--- config.mk ---
export PLATFORM = sky130hd
export DESIGN_NAME = fb_store_arbiter
export DESIGN_NICKNAME = d
export VERILOG_FILES = /design/src/rtl/fsa_pkg.sv /design/src/rtl/fsa_pick.sv /design/src/rtl/fsa_bufswap.sv /design/src/rtl/fsa_route.sv /design/src/rtl/fb_store_arbiter.sv
export SDC_FILE = /design/constraint.sdc
export NUM_CORES = 1
export LEC_CHECK = 0
export ABC_AREA = 1
export BUFFER_PORTS_ARGS = -buffer_cell sky130_fd_sc_hd__buf_2
export CAP_MARGIN = 40
export CORE_UTILIZATION = 35
export DETAILED_ROUTE_END_ITERATION = 16
export PLACE_DENSITY = 0.66
export SLEW_MARGIN = 30
export SYNTH_ARGS = -nofsm -noshare
export SYNTH_HDL_FRONTEND = slang
export SYNTH_HIERARCHICAL = 1
export SYNTH_SLANG_ARGS = --single-unit
--- constraint.sdc ---
create_clock -name clk -period 1.8 [get_ports clk]
set_clock_uncertainty 0.05 [all_clocks]
set_input_delay 0.18 -clock clk [delete_from_list [all_inputs] [get_ports clk]]
set_output_delay 0.18 -clock clk [all_outputs]
set_load 0.02 [all_outputs]
--- src/rtl/fsa_pkg.sv ---
// Package: shared source encoding for the frame store arbiter.
// Assumes: one winner per cycle at most; SRC_NONE means the port is idle.
package fsa_pkg;
    typedef enum logic [1:0] {
        SRC_NONE = 2'd0,
        SRC_DISP = 2'd1,
        SRC_CPU  = 2'd2,
        SRC_DRAW = 2'd3
    } fsa_src_e;
endpackage

--- src/rtl/fsa_pick.sv ---
// Module: fsa_pick
// Chooses the winner for the current cycle. The display has absolute
// priority. Background masters alternate on a tie, steered by last_draw.
// Assumes: en low (reset) or rdy low forces no winner.
module fsa_pick
    import fsa_pkg::*;
(
    input  logic     en,
    input  logic     rdy,
    input  logic     disp_req,
    input  logic     cpu_req,
    input  logic     drw_req,
    input  logic     last_draw,
    output fsa_src_e win
);
    // Priority decision: display first, then round-robin between background masters
    always_comb begin
        win = SRC_NONE;
        if (en && rdy) begin
            if (disp_req)
                win = SRC_DISP;
            else if (cpu_req && drw_req)
                win = last_draw ? SRC_CPU : SRC_DRAW;
            else if (cpu_req)
                win = SRC_CPU;
            else if (drw_req)
                win = SRC_DRAW;
        end
    end
endmodule

--- src/rtl/fsa_bufswap.sv ---
// Module: fsa_bufswap
// Holds the front-buffer select. A swap request is latched and applied on
// the first clock edge that sees vblank high after it was low.
// Assumes: vblank is synchronous to clk; synchronous active-low reset.
module fsa_bufswap (
    input  logic clk,
    input  logic rst_n,
    input  logic vblank,
    input  logic swap_req,
    output logic front_sel,
    output logic swap_done
);
    logic vb_q;
    logic pend_q;
    logic vb_rise;
    logic swap_now;

    // Edge detect and swap decision
    always_comb begin
        vb_rise  = vblank && !vb_q;
        swap_now = vb_rise && (pend_q || swap_req);
    end

    // State update: remember requests, flip on the edge, pulse done
    always_ff @(posedge clk) begin
        if (!rst_n) begin
            vb_q      <= 1'b0;
            pend_q    <= 1'b0;
            front_sel <= 1'b0;
            swap_done <= 1'b0;
        end else begin
            vb_q      <= vblank;
            pend_q    <= (pend_q || swap_req) && !swap_now;
            front_sel <= front_sel ^ swap_now;
            swap_done <= swap_now;
        end
    end
endmodule

--- src/rtl/fsa_route.sv ---
// Module: fsa_route
// Steers the winning master's fields onto the memory port. Display and
// drawing offsets are relocated by the front and back bases.
// Assumes: address arithmetic wraps at ADDR_W bits.
module fsa_route
    import fsa_pkg::*;
#(
    parameter int ADDR_W = 20,
    parameter int DATA_W = 32
) (
    input  fsa_src_e          win,
    input  logic [ADDR_W-1:0] front_base,
    input  logic [ADDR_W-1:0] back_base,
    input  logic [ADDR_W-1:0] disp_off,
    input  logic              cpu_we,
    input  logic [ADDR_W-1:0] cpu_addr,
    input  logic [DATA_W-1:0] cpu_wdata,
    input  logic [ADDR_W-1:0] drw_off,
    input  logic [DATA_W-1:0] drw_wdata,
    output logic              mem_req,
    output logic              mem_we,
    output logic [ADDR_W-1:0] mem_addr,
    output logic [DATA_W-1:0] mem_wdata
);
    // Port multiplexer driven by the winner
    always_comb begin
        mem_req   = 1'b1;
        mem_we    = 1'b0;
        mem_addr  = '0;
        mem_wdata = '0;
        unique case (win)
            SRC_DISP: mem_addr = front_base + disp_off;
            SRC_CPU: begin
                mem_we    = cpu_we;
                mem_addr  = cpu_addr;
                mem_wdata = cpu_wdata;
            end
            SRC_DRAW: begin
                mem_we    = 1'b1;
                mem_addr  = back_base + drw_off;
                mem_wdata = drw_wdata;
            end
            default: mem_req = 1'b0;
        endcase
    end
endmodule

--- src/rtl/fb_store_arbiter.sv ---
// Module: fb_store_arbiter (top)
// Shares one frame store port among the display read-out, a processor and
// a drawing engine, and manages front/back buffer selection.
// Assumes: one transaction per cycle when mem_ready is high; grants are
// combinational and valid only in the cycle they are given.
module fb_store_arbiter
    import fsa_pkg::*;
#(
    parameter int              ADDR_W = 20,
    parameter int              DATA_W = 32,
    parameter logic [ADDR_W-1:0] BASE0 = 20'h00000,
    parameter logic [ADDR_W-1:0] BASE1 = 20'h4B000
) (
    input  logic              clk,
    input  logic              rst_n,
    input  logic              mem_ready,
    output logic              mem_req,
    output logic              mem_we,
    output logic [ADDR_W-1:0] mem_addr,
    output logic [DATA_W-1:0] mem_wdata,
    input  logic              disp_req,
    input  logic [ADDR_W-1:0] disp_off,
    output logic              disp_gnt,
    input  logic              cpu_req,
    input  logic              cpu_we,
    input  logic [ADDR_W-1:0] cpu_addr,
    input  logic [DATA_W-1:0] cpu_wdata,
    output logic              cpu_gnt,
    input  logic              drw_req,
    input  logic [ADDR_W-1:0] drw_off,
    input  logic [DATA_W-1:0] drw_wdata,
    output logic              drw_gnt,
    input  logic              vblank,
    input  logic              swap_req,
    output logic              swap_done,
    output logic              front_sel
);
    fsa_src_e          win;
    logic              last_draw_q;
    logic [ADDR_W-1:0] front_base;
    logic [ADDR_W-1:0] back_base;

    fsa_pick u_pick (
        .en        (rst_n),
        .rdy       (mem_ready),
        .disp_req  (disp_req),
        .cpu_req   (cpu_req),
        .drw_req   (drw_req),
        .last_draw (last_draw_q),
        .win       (win)
    );

    fsa_bufswap u_swap (
        .clk       (clk),
        .rst_n     (rst_n),
        .vblank    (vblank),
        .swap_req  (swap_req),
        .front_sel (front_sel),
        .swap_done (swap_done)
    );

    // Base selection from the front-buffer flag
    always_comb begin
        front_base = front_sel ? BASE1 : BASE0;
        back_base  = front_sel ? BASE0 : BASE1;
    end

    // Grant decode from the winner
    always_comb begin
        disp_gnt = (win == SRC_DISP);
        cpu_gnt  = (win == SRC_CPU);
        drw_gnt  = (win == SRC_DRAW);
    end

    // Round-robin memory: which background master was served last
    always_ff @(posedge clk) begin
        if (!rst_n)
            last_draw_q <= 1'b1;
        else if (cpu_gnt)
            last_draw_q <= 1'b0;
        else if (drw_gnt)
            last_draw_q <= 1'b1;
    end

    fsa_route #(.ADDR_W(ADDR_W), .DATA_W(DATA_W)) u_route (
        .win        (win),
        .front_base (front_base),
        .back_base  (back_base),
        .disp_off   (disp_off),
        .cpu_we     (cpu_we),
        .cpu_addr   (cpu_addr),
        .cpu_wdata  (cpu_wdata),
        .drw_off    (drw_off),
        .drw_wdata  (drw_wdata),
        .mem_req    (mem_req),
        .mem_we     (mem_we),
        .mem_addr   (mem_addr),
        .mem_wdata  (mem_wdata)
    );
endmodule

==> impl_metrics.json <==
{
  "fin_crit_ns": 2.04,
  "slew_violations": 0,
  "synthCells": 622,
  "drtAntennaViolNets": 0,
  "failed_checks": "negative setup slack",
  "area_delta_synth_final_pct": 84.0,
  "synth_seq_cells": 5,
  "drv_cap": 0,
  "die_y_um": 99.4,
  "tritoncts": "yes",
  "clkTransAtPathRegs_ns": 0.03,
  "hold_buffers": 0,
  "yosys-top-cells-area": "nand2_1 25%, ha_1 14%, nand3_1 11%",
  "final_cell_mix": "208 x nand2_1, 139 x buf_2, 81 x inv_1",
  "fillers": 799,
  "period_share": 1.13,
  "layout.core_utilization": 0.665,
  "ys_seq_area_frac": 0.0301,
  "synth_top_area_share": 0.251,
  "hold_violations": 0,
  "hold-path-cell-count": 3,
  "critPathCapture": "mem_addr[19]",
  "wl_per_cell_um": 14.2,
  "core.rowCount": 35,
  "top_layer_used": "met4",
  "finalWorstSetupSlack_ns": -0.239,
  "hold_class": "input port to flip-flop",
  "synth_area_um2": 3320,
  "io_buffer_count": 191,
  "fmax_mhz": 490,
  "first_pass_iters": 5,
  "crit_path_end_kind": "primary output",
  "route.detailed.drc": 0,
  "synth.avg_cell_area_um2": 5.34,
  "finalSetupViolCount": 45,
  "yosysTopAreaCell": "nand2_1",
  "p_total_w": 0.00199,
  "synth_cell_types": 35,
  "critPathLaunchType": "flip-flop",
  "cts.sinks": 5,
  "reg2reg_to": "last_draw_q$_SDFFE_PN1P_",
  "gp_congestion": 0.918,
  "power.density_nw_per_um2": 325,
  "hpwlAfterDp_um": 10800,
  "start_util": 0.361,
  "wl_um": 14400,
  "cts_htree_levels": 1,
  "yosys_warnings": 6,
  "num_vias": 5133,
  "grt_max_degree": 16,
  "die_area_um2": 9890,
  "drive_gt1_frac": 0.414,
  "vias_per_cell": 5.05,
  "cts_max_path_buffers": 2,
  "final_common_cell": "nand2_1",
  "timing.rr.start": "last_draw_q$_SDFFE_PN1P_",
  "setup_tns_ns": -3.38,
  "drt_iter0_markers": 233,
  "cts_root_buf": "clkbuf_8",
  "antenna_found_initial": 0,
  "power_leakage_nw": 3.48,
  "seqCellArea_um2": 105,
  "fp.coreArea_um2": 9200,
  "ioPinCount": 192,
  "critPathRequiredTime_ns": 1.57,
  "grt_pass1_vias": 4774,
  "crit_path_max_fanout": 5,
  "dr_wl_met3_um": 1150,
  "outcome": "finished, violations left",
  "diodes": 0,
  "startpoint": "u_swap/front_sel$_SDFF_PN0_",
  "arrival_ns": 1.81,
  "design_area_um2": 6110,
  "crit_type": "flip-flop to primary output",
  "worstSkewPairLatency_ns": 0.22,
  "overflow": 0,
  "cts_buffers": 3,
  "worst_ir_drop_vdd_mv": 0.530,
  "dpl-instance-area_um2": 4870,
  "nets": 1080,
  "reg2reg_slack_ns": 0.70,
  "fp.dieW_um": 99.4,
  "dp_slack_ns": -0.147,
  "wl_met1_um": 5980,
  "grt_pass1_wl_um": 21700,
  "grt_setup_unrepaired": "yes",
  "grtUsageTotal": 0.273,
  "wl_met2_um": 6860,
  "ff2ff_path_depth": 7,
  "multi_input_area_um2": 3460
}
==> through the flow <==
stage          hold WS, ns  instances
6_report             0.112       1017
4_1_cts              0.107       1012
2_1_floorplan        0.202        655
3_5_place_dp         0.337        990
5_1_grt              0.126       1017
3_3_place_gp         0.328        990
==> critical path: stages, from the launching register on <==
cell	delay [ns]
dfxtp_4	0.42
inv_8	0.07
ha_4	0.26
nand2_2	0.07
inv_2	0.04
nand2_2	0.05
nand2_2	0.06
a21oi_2	0.15
nand3_1	0.10
nand2_1	0.09
nand3_2	0.08
nand3_2	0.08
buf_6	0.11
==> report_power, final <==
part | internal [W] | switching (W) | leakage (nW)
registers | 0.000118 | 0.00000914 | 0.0415
logic | 0.000735 | 0.000914 | 3.41
clock network | 0.000152 | 0.0000569 | 0.0228
total | 0.00101 | 0.000980 | 3.48
==> sequential cells by signal, indices dropped and copies added (netlist names) <==
| name | cells |
|---|---|
| u_swap/front_sel | 1 |
| last_draw_q | 1 |
| u_swap/vb_q | 1 |
| u_swap/swap_done | 1 |
| u_swap/pend_q | 1 |
==> cells in the mapped netlist <==
master	n
nand3b_1	10
nor2_1	44
clkbuf_1	1
or2_1	2
o21ai_0	11
o211ai_1	5
o311ai_0	1
o21bai_1	1
inv_2	2
conb_1	1
inv_1	86
buf_4	1
nor3_1	4
o21ai_1	1
nand2_2	5
fa_1	2
or2_2	5
a21oi_1	29
xnor2_1	3
nand4_1	5
nand3_1	72
a21oi_2	3
nand3_2	4
or2_0	2
dfxtp_1	5
o21ai_2	2
nor4_1	2
a21boi_0	2
xor2_1	2
ha_1	38
nand2_1	222
clkinv_1	1
a22o_1	32
nor2_2	8
buf_2	8
==> metal layers <==
metal	vias up	GRT usage
met4	0	0.0973
li1	2598	-
met1	2273	0.347
met3	44	0.0450
met5	-	0
met2	218	0.464
==> area by class of cell <==
class | count | area share
tap | 111 | 0.0227
clock buffer | 4 | 0.00737
multi-input combinational | 551 | 0.566
timing repair buffer | 257 | 0.329
inverter | 89 | 0.0571
sequential | 5 | 0.0172
==> worst min-delay path by stage <==
stage / slack, ns / startpoint / endpoint
2_1_floorplan: 0.20 / rst_n / last_draw_q$_SDFFE_PN1P_
3_3_place_gp: 0.33 / vblank / u_swap/vb_q$_SDFF_PN0_
3_5_place_dp: 0.34 / vblank / u_swap/vb_q$_SDFF_PN0_
4_1_cts: 0.11 / vblank / u_swap/vb_q$_SDFF_PN0_
5_1_grt: 0.13 / vblank / u_swap/vb_q$_SDFF_PN0_
6_report: 0.11 / vblank / u_swap/vb_q$_SDFF_PN0_
==> kinds of logic after synthesis <==
| group | share of synthesized area |
|---|---|
| and+or+nand+nor | 0.504 |
| buffers and inverters | 0.116 |
| AOI/OAI and AO/OA | 0.180 |
| adders and majority gates | 0.155 |
| xor gates and xnor gates | 0.0132 |
| DFF | 0.0301 |
| other | 0.00113 |
==> timing repair <==
action | in CTS | in global routing
pin swaps | 57 | 45
endpoints found under the setup margin | 52 | 53
setup buffers | 13 | 5
gates resized for setup | 182 | 55
cloned | 5 | 2
Note: power is estimated with default switching activity, not from simulation.
